===== config.mk =====
export PLATFORM = sky130hd
export DESIGN_NAME = irq_vec_ctrl
export DESIGN_NICKNAME = d
export VERILOG_FILES = /design/src/rtl/irq_vec_pkg.sv /design/src/rtl/irq_pend_bank.sv /design/src/rtl/irq_prio_pick.sv /design/src/rtl/irq_vec_ctrl.sv
export SDC_FILE = /design/constraint.sdc
export NUM_CORES = 1
export LEC_CHECK = 0
export ABC_AREA = 1
export BUFFER_PORTS_ARGS = -buffer_cell sky130_fd_sc_hd__buf_4
export CORE_UTILIZATION = 46
export CTS_CLUSTER_SIZE = 28
export DETAILED_ROUTE_END_ITERATION = 8
export PLACE_DENSITY = 0.74
export SYNTH_ARGS = -nofsm -noshare
export SYNTH_HDL_FRONTEND = slang
export SYNTH_SLANG_ARGS = --single-unit

===== constraint.sdc =====
create_clock -name clk -period 1.31 [get_ports clk]
set_input_delay 0.1965 -clock clk [delete_from_list [all_inputs] [get_ports clk]]
set_output_delay 0.1965 -clock clk [all_outputs]
set_load 0.01 [all_outputs]

===== src/rtl/irq_vec_pkg.sv =====
package irq_vec_pkg;
  localparam int NSRC  = 5;
  localparam int IDX_W = $clog2(NSRC);
  localparam int VEC_W = 16;

  typedef logic [IDX_W-1:0] src_idx_t;

  // Low-byte address of each source's vector pair, sorted by priority.
  function automatic logic [VEC_W-1:0] vec_of(src_idx_t s);
    case (s)
      3'd0:    return 16'hFFF8;
      3'd1:    return 16'hFFF6;
      3'd2:    return 16'hFFF2;
      3'd3:    return 16'hFFF0;
      3'd4:    return 16'hFFEE;
      default: return 16'hFFF8;
    endcase
  endfunction
endpackage


===== src/rtl/irq_pend_bank.sv =====
module irq_pend_bank #(
  parameter int N = 5
) (
  input  logic         clk,
  input  logic         rst_n,
  input  logic [N-1:0] evt,
  input  logic [N-1:0] sw_clr,
  input  logic [N-1:0] ack_clr,
  output logic [N-1:0] pend
);
  genvar g;
  generate
    for (g = 0; g < N; g++) begin : g_flag
      always_ff @(posedge clk or negedge rst_n) begin
        if (!rst_n) pend[g] <= 1'b0;
        else        pend[g] <= evt[g] | (pend[g] & ~sw_clr[g] & ~ack_clr[g]);
      end
    end
  endgenerate
endmodule


===== src/rtl/irq_prio_pick.sv =====
module irq_prio_pick #(
  parameter int N     = 5,
  parameter int IDX_W = $clog2(N)
) (
  input  logic [N-1:0]     req,
  output logic             any,
  output logic [IDX_W-1:0] idx
);
  logic [N:0]   seen;
  logic [N-1:0] grant;

  assign seen[0] = 1'b0;
  genvar g;
  generate
    for (g = 0; g < N; g++) begin : g_chain
      assign grant[g]  = req[g] & ~seen[g];
      assign seen[g+1] = seen[g] | req[g];
    end
  endgenerate

  assign any = seen[N];

  always_comb begin
    idx = '0;
    for (int i = 0; i < N; i++)
      if (grant[i]) idx = IDX_W'(i);
  end
endmodule


===== src/rtl/irq_vec_ctrl.sv =====
module irq_vec_ctrl
  import irq_vec_pkg::*;
#(
  parameter int N  = NSRC,
  parameter int VW = VEC_W
) (
  input  logic          clk,
  input  logic          rst_n,
  input  logic [N-1:0]  evt_i,
  input  logic          mask_i,
  input  logic          reg_wr,
  input  logic          reg_addr,
  input  logic [N-1:0]  reg_wdata,
  output logic [N-1:0]  reg_rdata,
  output logic          irq_o,
  output logic [VW-1:0] vec_o,
  input  logic          ack_i,
  output logic          mask_set_o
);
  localparam int IW = $clog2(N);

  logic [N-1:0]  en_q;
  logic [N-1:0]  pend_q;
  logic [N-1:0]  sw_clr;
  logic [N-1:0]  ack_clr;
  logic [N-1:0]  elig;
  logic          any_elig;
  logic [IW-1:0] pick_idx;
  logic          irq_q;
  logic [IW-1:0] win_q;
  logic          ack_hit;

  assign sw_clr  = (reg_wr && !reg_addr) ? reg_wdata : '0;
  assign ack_hit = irq_q & ack_i;
  assign ack_clr = ack_hit ? (N'(1) << win_q) : '0;
  assign elig    = pend_q & en_q & {N{~mask_i}};

  irq_pend_bank #(.N(N)) bank_i (
    .clk(clk), .rst_n(rst_n), .evt(evt_i),
    .sw_clr(sw_clr), .ack_clr(ack_clr), .pend(pend_q)
  );

  irq_prio_pick #(.N(N), .IDX_W(IW)) pick_i (
    .req(elig), .any(any_elig), .idx(pick_idx)
  );

  always_ff @(posedge clk or negedge rst_n) begin
    if (!rst_n)                      en_q <= '0;
    else if (reg_wr && reg_addr)     en_q <= reg_wdata;
  end

  always_ff @(posedge clk or negedge rst_n) begin
    if (!rst_n) begin
      irq_q <= 1'b0;
      win_q <= '0;
    end else if (ack_hit) begin
      irq_q <= 1'b0;
    end else if (!irq_q) begin
      irq_q <= any_elig;
      win_q <= pick_idx;
    end
  end

  assign irq_o      = irq_q;
  assign vec_o      = irq_q ? vec_of(win_q) : '0;
  assign mask_set_o = ack_hit;
  assign reg_rdata  = reg_addr ? en_q : pend_q;
endmodule


**Yosys cells after proc, flatten, opt, wreduce, memory -nomap -nowiden**

Index checks and enable logic that the tools add are counted.

- Flip-flop bits (word level): 14
- Input bits: 16
- Output and inout port bits: 23
- Logic and storage cells: 71

- Equality and inequality tests: 4
- Shift operators: 1
- Mux-type cells: 11
- Bitwise operators: 43
- Reductions and logical operators: 4

Operator list:

| kind | count |
|---|---|
| $pmux W5 S4 | 1 |
| $not A1 Y1 | 17 |
| $mux W16 | 1 |
| $and A1 B1 Y1 | 15 |
| $mux W5 | 3 |
| $and A5 B5 Y5 | 2 |
| $mux W3 | 3 |
| $or A1 B1 Y1 | 9 |
| $eq A3 B2 Y1 const B | 2 |
| $shl A1 B3 Y5 const A | 1 |
| $eq A3 B1 Y1 const B | 1 |
| $eq A3 B3 Y1 const B | 1 |
| $mux W1 | 3 |
| $logic_and A1 B1 Y1 | 2 |
| $reduce_and A2 Y1 | 1 |
| $logic_not A1 Y1 | 1 |

**Logic depth before layout (Yosys ltp)**

- Word-level depth: 8
- Gate-level depth with buffers: 7
- Depth with buffers taken out: 7

**By module**

A second synthesis with hierarchy kept.

- Cell total of the unflattened synthesis: 144
- Area total of the unflattened synthesis: 925.9 um^2

Modules (own cells, without submodules):

| module | instances | cells an instance | area each (um^2) | sequential area each (um^2) |
|---|---|---|---|---|
| irq_vec_ctrl | 1 | 103 | 653.1 | 225.2 |
| irq_pend_bank | 1 | 30 | 225.2 | 125.1 |
| irq_prio_pick | 1 | 11 | 47.5 | 0.0 |

**Worst setup path before layout**

No wires, ideal clock.

- Path kind: flip-flop to output port
- From: reg irq_q (netlist: irq_o)
- To: out vec_o[1]
- Arrival: 1.012 ns
- Required time: 1.113 ns
- Path slack: 0.101 ns
- Cell stages (with the launch flop): 3
- Path buffers: 0
- Cell sequence: dfrtp_1 > inv_2 > a31oi_1

- Longest elaborated chain between the ends: 1

Ends and longest elaborated chain:

| element | RTL line | text |
|---|---|---|
| start, declared | irq_vec_ctrl.sv:29 | `logic irq_q;` |
| start signal, assigned | irq_vec_ctrl.sv:59 | `irq_q <= any_elig;` |
| $mux W16 | irq_vec_ctrl.sv:65 | `assign vec_o = irq_q ? vec_of(win_q) : '0;` |
| end, declared | irq_vec_ctrl.sv:16 | `output logic [VW-1:0] vec_o,` |

No other way between the ends.

**Worst setup path in the final report**

- From: reg win_q[1]
- To: out vec_o[1]

- Longest elaborated chain between the ends: 3
- Elaborated cells between the ends (all ways): 6
- Classes of those cells: eq/ne: 4; mux: 2

Ends and longest elaborated chain:

| element | RTL line | text |
|---|---|---|
| start, declared | irq_vec_ctrl.sv:30 | `logic [IW-1:0] win_q;` |
| start signal, assigned | irq_vec_ctrl.sv:60 | `win_q <= pick_idx;` |
| $eq A3 B3 Y1, or another cell as far along | irq_vec_pkg.sv:10 | `case (s)` |
| $pmux W5 S4 * | irq_vec_pkg.sv:10 |  |
| $mux W16 * | irq_vec_ctrl.sv:65 |  |

Mark *: on every way between the ends. The rest lies on a longest branch, timed or not.

==> impl_metrics.toml <==
[cells_and_area]
final_nets = 179
area_delta_synth_final_pct = 49.8
ff_latch_area_sq_um = 352
final_core_util_pct = 75.3
design_area_sq_mm = 0.00133
fillCellCount = 146
layout_common_cells = "37 x nand2_1, 35 x buf_4, 13 x dfrtp_1"
drive_gt1_share_pct = 41.4
layout.cells.most_common = "nand2_1"
antenna_cells = 0
multi_input_area_sq_um = 424
fin_cells = 187

[critical_path]
crit_chain = "inv_2 -> nor2_2 -> nand2_1 -> a31oi_1 -> buf_4"
critPathCaptureType = "output pin"
critPathArrivalTime_ns = 1.28
cp_top_family = "flip-flops"
cp.required_ns = 1.11
path_buf_inv = 2
crit_fanout = 3
start_kind = "flip-flop"
crit_type = "flip-flop to output pin"
slowest_delay_ns = 0.43
startpoint = "win_q[1]"
timing.rr.start = "win_q[0]"
slowest_stage = "dfrtp_1"

[worst_hold_path]
min_from = "evt_i[1]"
min_path_type = "primary input to flip-flop"

[timing]
whs_ns = 0.104
drv_slew = 0
timing.final.crit_share_pct = 113
hold_violations = 0
fin_ws_ns = -0.168
fmax_mhz = 676
setup_viol = 8
fin_tns_setup_ns = -0.554
fin_worst_skew_ns = 0.00597
post-route-min-period_ns = 1.48
rsz0062_at_grt = "yes"

[routing]
wire_per_inst_um = 13.3
wirelength_um = 2490
drcViolationCount = 0
drt_iter0_drc = 32
num_vias = 946
ant_nets = 0
via_per_inst = 5.06
first_pass_iters = 4

[global_route]
grt_pass1_vias = 820
grt_pass1_wl_um = 3480
grtUsageTotal_pct = 23.5
grt_antenna_before_repair = 0
grt_max_degree = 18
gr-total-overflow = 0

[floorplan]
num_rows = 15
die_width_um = 45.9
core-area_sq_mm = 0.00176
boundaryPins = 39
die_area_sq_mm = 0.00211
die-height_um = 45.9
start_util_pct = 50.3

[cts]
cts_tree = "yes"
htreeDepth = 1
clk_pin_slew_worst_paths_ns = 0.09
cts_root_buffer = "clkbuf_4"
clockBufferDepth = 2
cts_buffers = 3
clk_latency_ns = 0.28
numClockSinks = 14

[job]
cap_violations = 0

[yosys]
syn-num-nets = 139
ys_warn_count = 0
synth-seq-area-share_pct = 39.5
syn_avg_cell_area_sq_um = 7.21
syn_inst = 123
synth_area_sq_um = 887
synth_top_area_cell = "dfrtp_1"
synth_cell_types = 21
ys_ff_latch = 14
synth.area.top_cells = "dfrtp_1 39%, nand2_1 17%, buf_4 10%, nand3_1 4.5%, o21ai_0 4.5%"
synth.top_cell.area_share_pct = 39.5

[placed_design]
port_buffers = 37
place_area_sq_mm = 0.00111
place_congestion = 0.836
dp_cells = 173
dp_hpwl_um = 1620

[pwr]
vdd_drop_max_mv = 0.964
p_per_area_mw_per_mm2 = 1870
p_leak_nw = 0.722
pwr-share-seq_pct = 24.8
p_sw_uw = 964
share_comb_of_total_power_pct = 62.6
switching_share_pct = 38.9
p_int_mw = 1.51
clockPowerShare_pct = 12.6

[status]
violations = "negative setup slack"
status = "complete, but fails checks"
[power by group through the flow]
stage / combinational [mW] / sequential [mW] / clock, mW
after floorplan: 0.663 / 0.633 / 0
after global placement: 1.04 / 0.594 / 0
after detailed placement: 1.06 / 0.603 / 0
after CTS: 1.17 / 0.604 / 0.319
after global routing: 1.65 / 0.619 / 0.342
final: 1.55 / 0.614 / 0.313
[sequential cells by signal (all words and copies together), names as in the netlist]
| register | flops |
|---|---|
| bank_i.pend | 5 |
| en_q | 5 |
| irq_o | 1 |
| win_q | 3 |
[synth_stat cells, drive strengths merged]
| cell type | instances |
|---|---|
| dfrtp | 14 |
| conb | 1 |
| o21ai | 9 |
| a21oi | 2 |
| nand2 | 43 |
| inv | 13 |
| nand4 | 2 |
| a31oi | 1 |
| buf | 13 |
| or2 | 1 |
| nand3 | 8 |
| nor2 | 10 |
| o22ai | 1 |
| o21bai | 5 |
[final cells by class]
cell class	instances	share of cell area (%)
Clock buffer	4	2.73
Inverter	13	3.86
Multi-Input combinational cell	83	31.9
Sequential cell	14	26.5
Tap cell	25	2.35
Timing Repair Buffer	48	32.7
[final timing paths]
check	endpoint	slack [ns]	cells after the start
worst max-delay path	vec_o[1]	-0.17	5
worst min-delay path	bank_i.pend[1]	0.10	2
worst max register to register	bank_i.pend[0]	0.21	5
worst min register to register	en_q[4]	0.53	2
max in group asynchronous	win_q[0]	0.83	2
min in group asynchronous	win_q[0]	0.30	2
[kinds of logic after synthesis]
family          Yosys count  synth area share, %
flops                    14                 39.5
other cells               1                0.423
compound gates           18                 11.8
buf+inv                  26                 17.2
simple gates             64                 31.0
[timing repair]
action,CTS,global route
hold buffers,1,0
setup endpoints to repair,5,5
gates resized for setup,7,16
pin swaps,3,1
hold endpoints to repair,14,0
gates cloned,0,1
setup buffers,3,5
[stage by stage]
step	power, mW	setup WS [ns]
after floorplan	1.30	0.101
after global placement	1.63	0.155
after detailed placement	1.67	0.0957
after CTS	2.10	-0.154
after global routing	2.61	-0.206
final	2.48	-0.168
[layer usage]
| metal | track usage, % | wire length (um) | share of wire, % | up-vias |
|---|---|---|---|---|
| li1 | - | - | - | 458 |
| met1 | 29.3 | 949 | 38 | 441 |
| met2 | 40.8 | 1360 | 55 | 40 |
| met3 | 3.97 | 128 | 5.1 | 7 |
| met4 | 7.65 | 48 | 1.9 | 0 |
| met5 | 0 | 0 | 0 | - |
No activity file was read; power rests on OpenSTA's default activity.
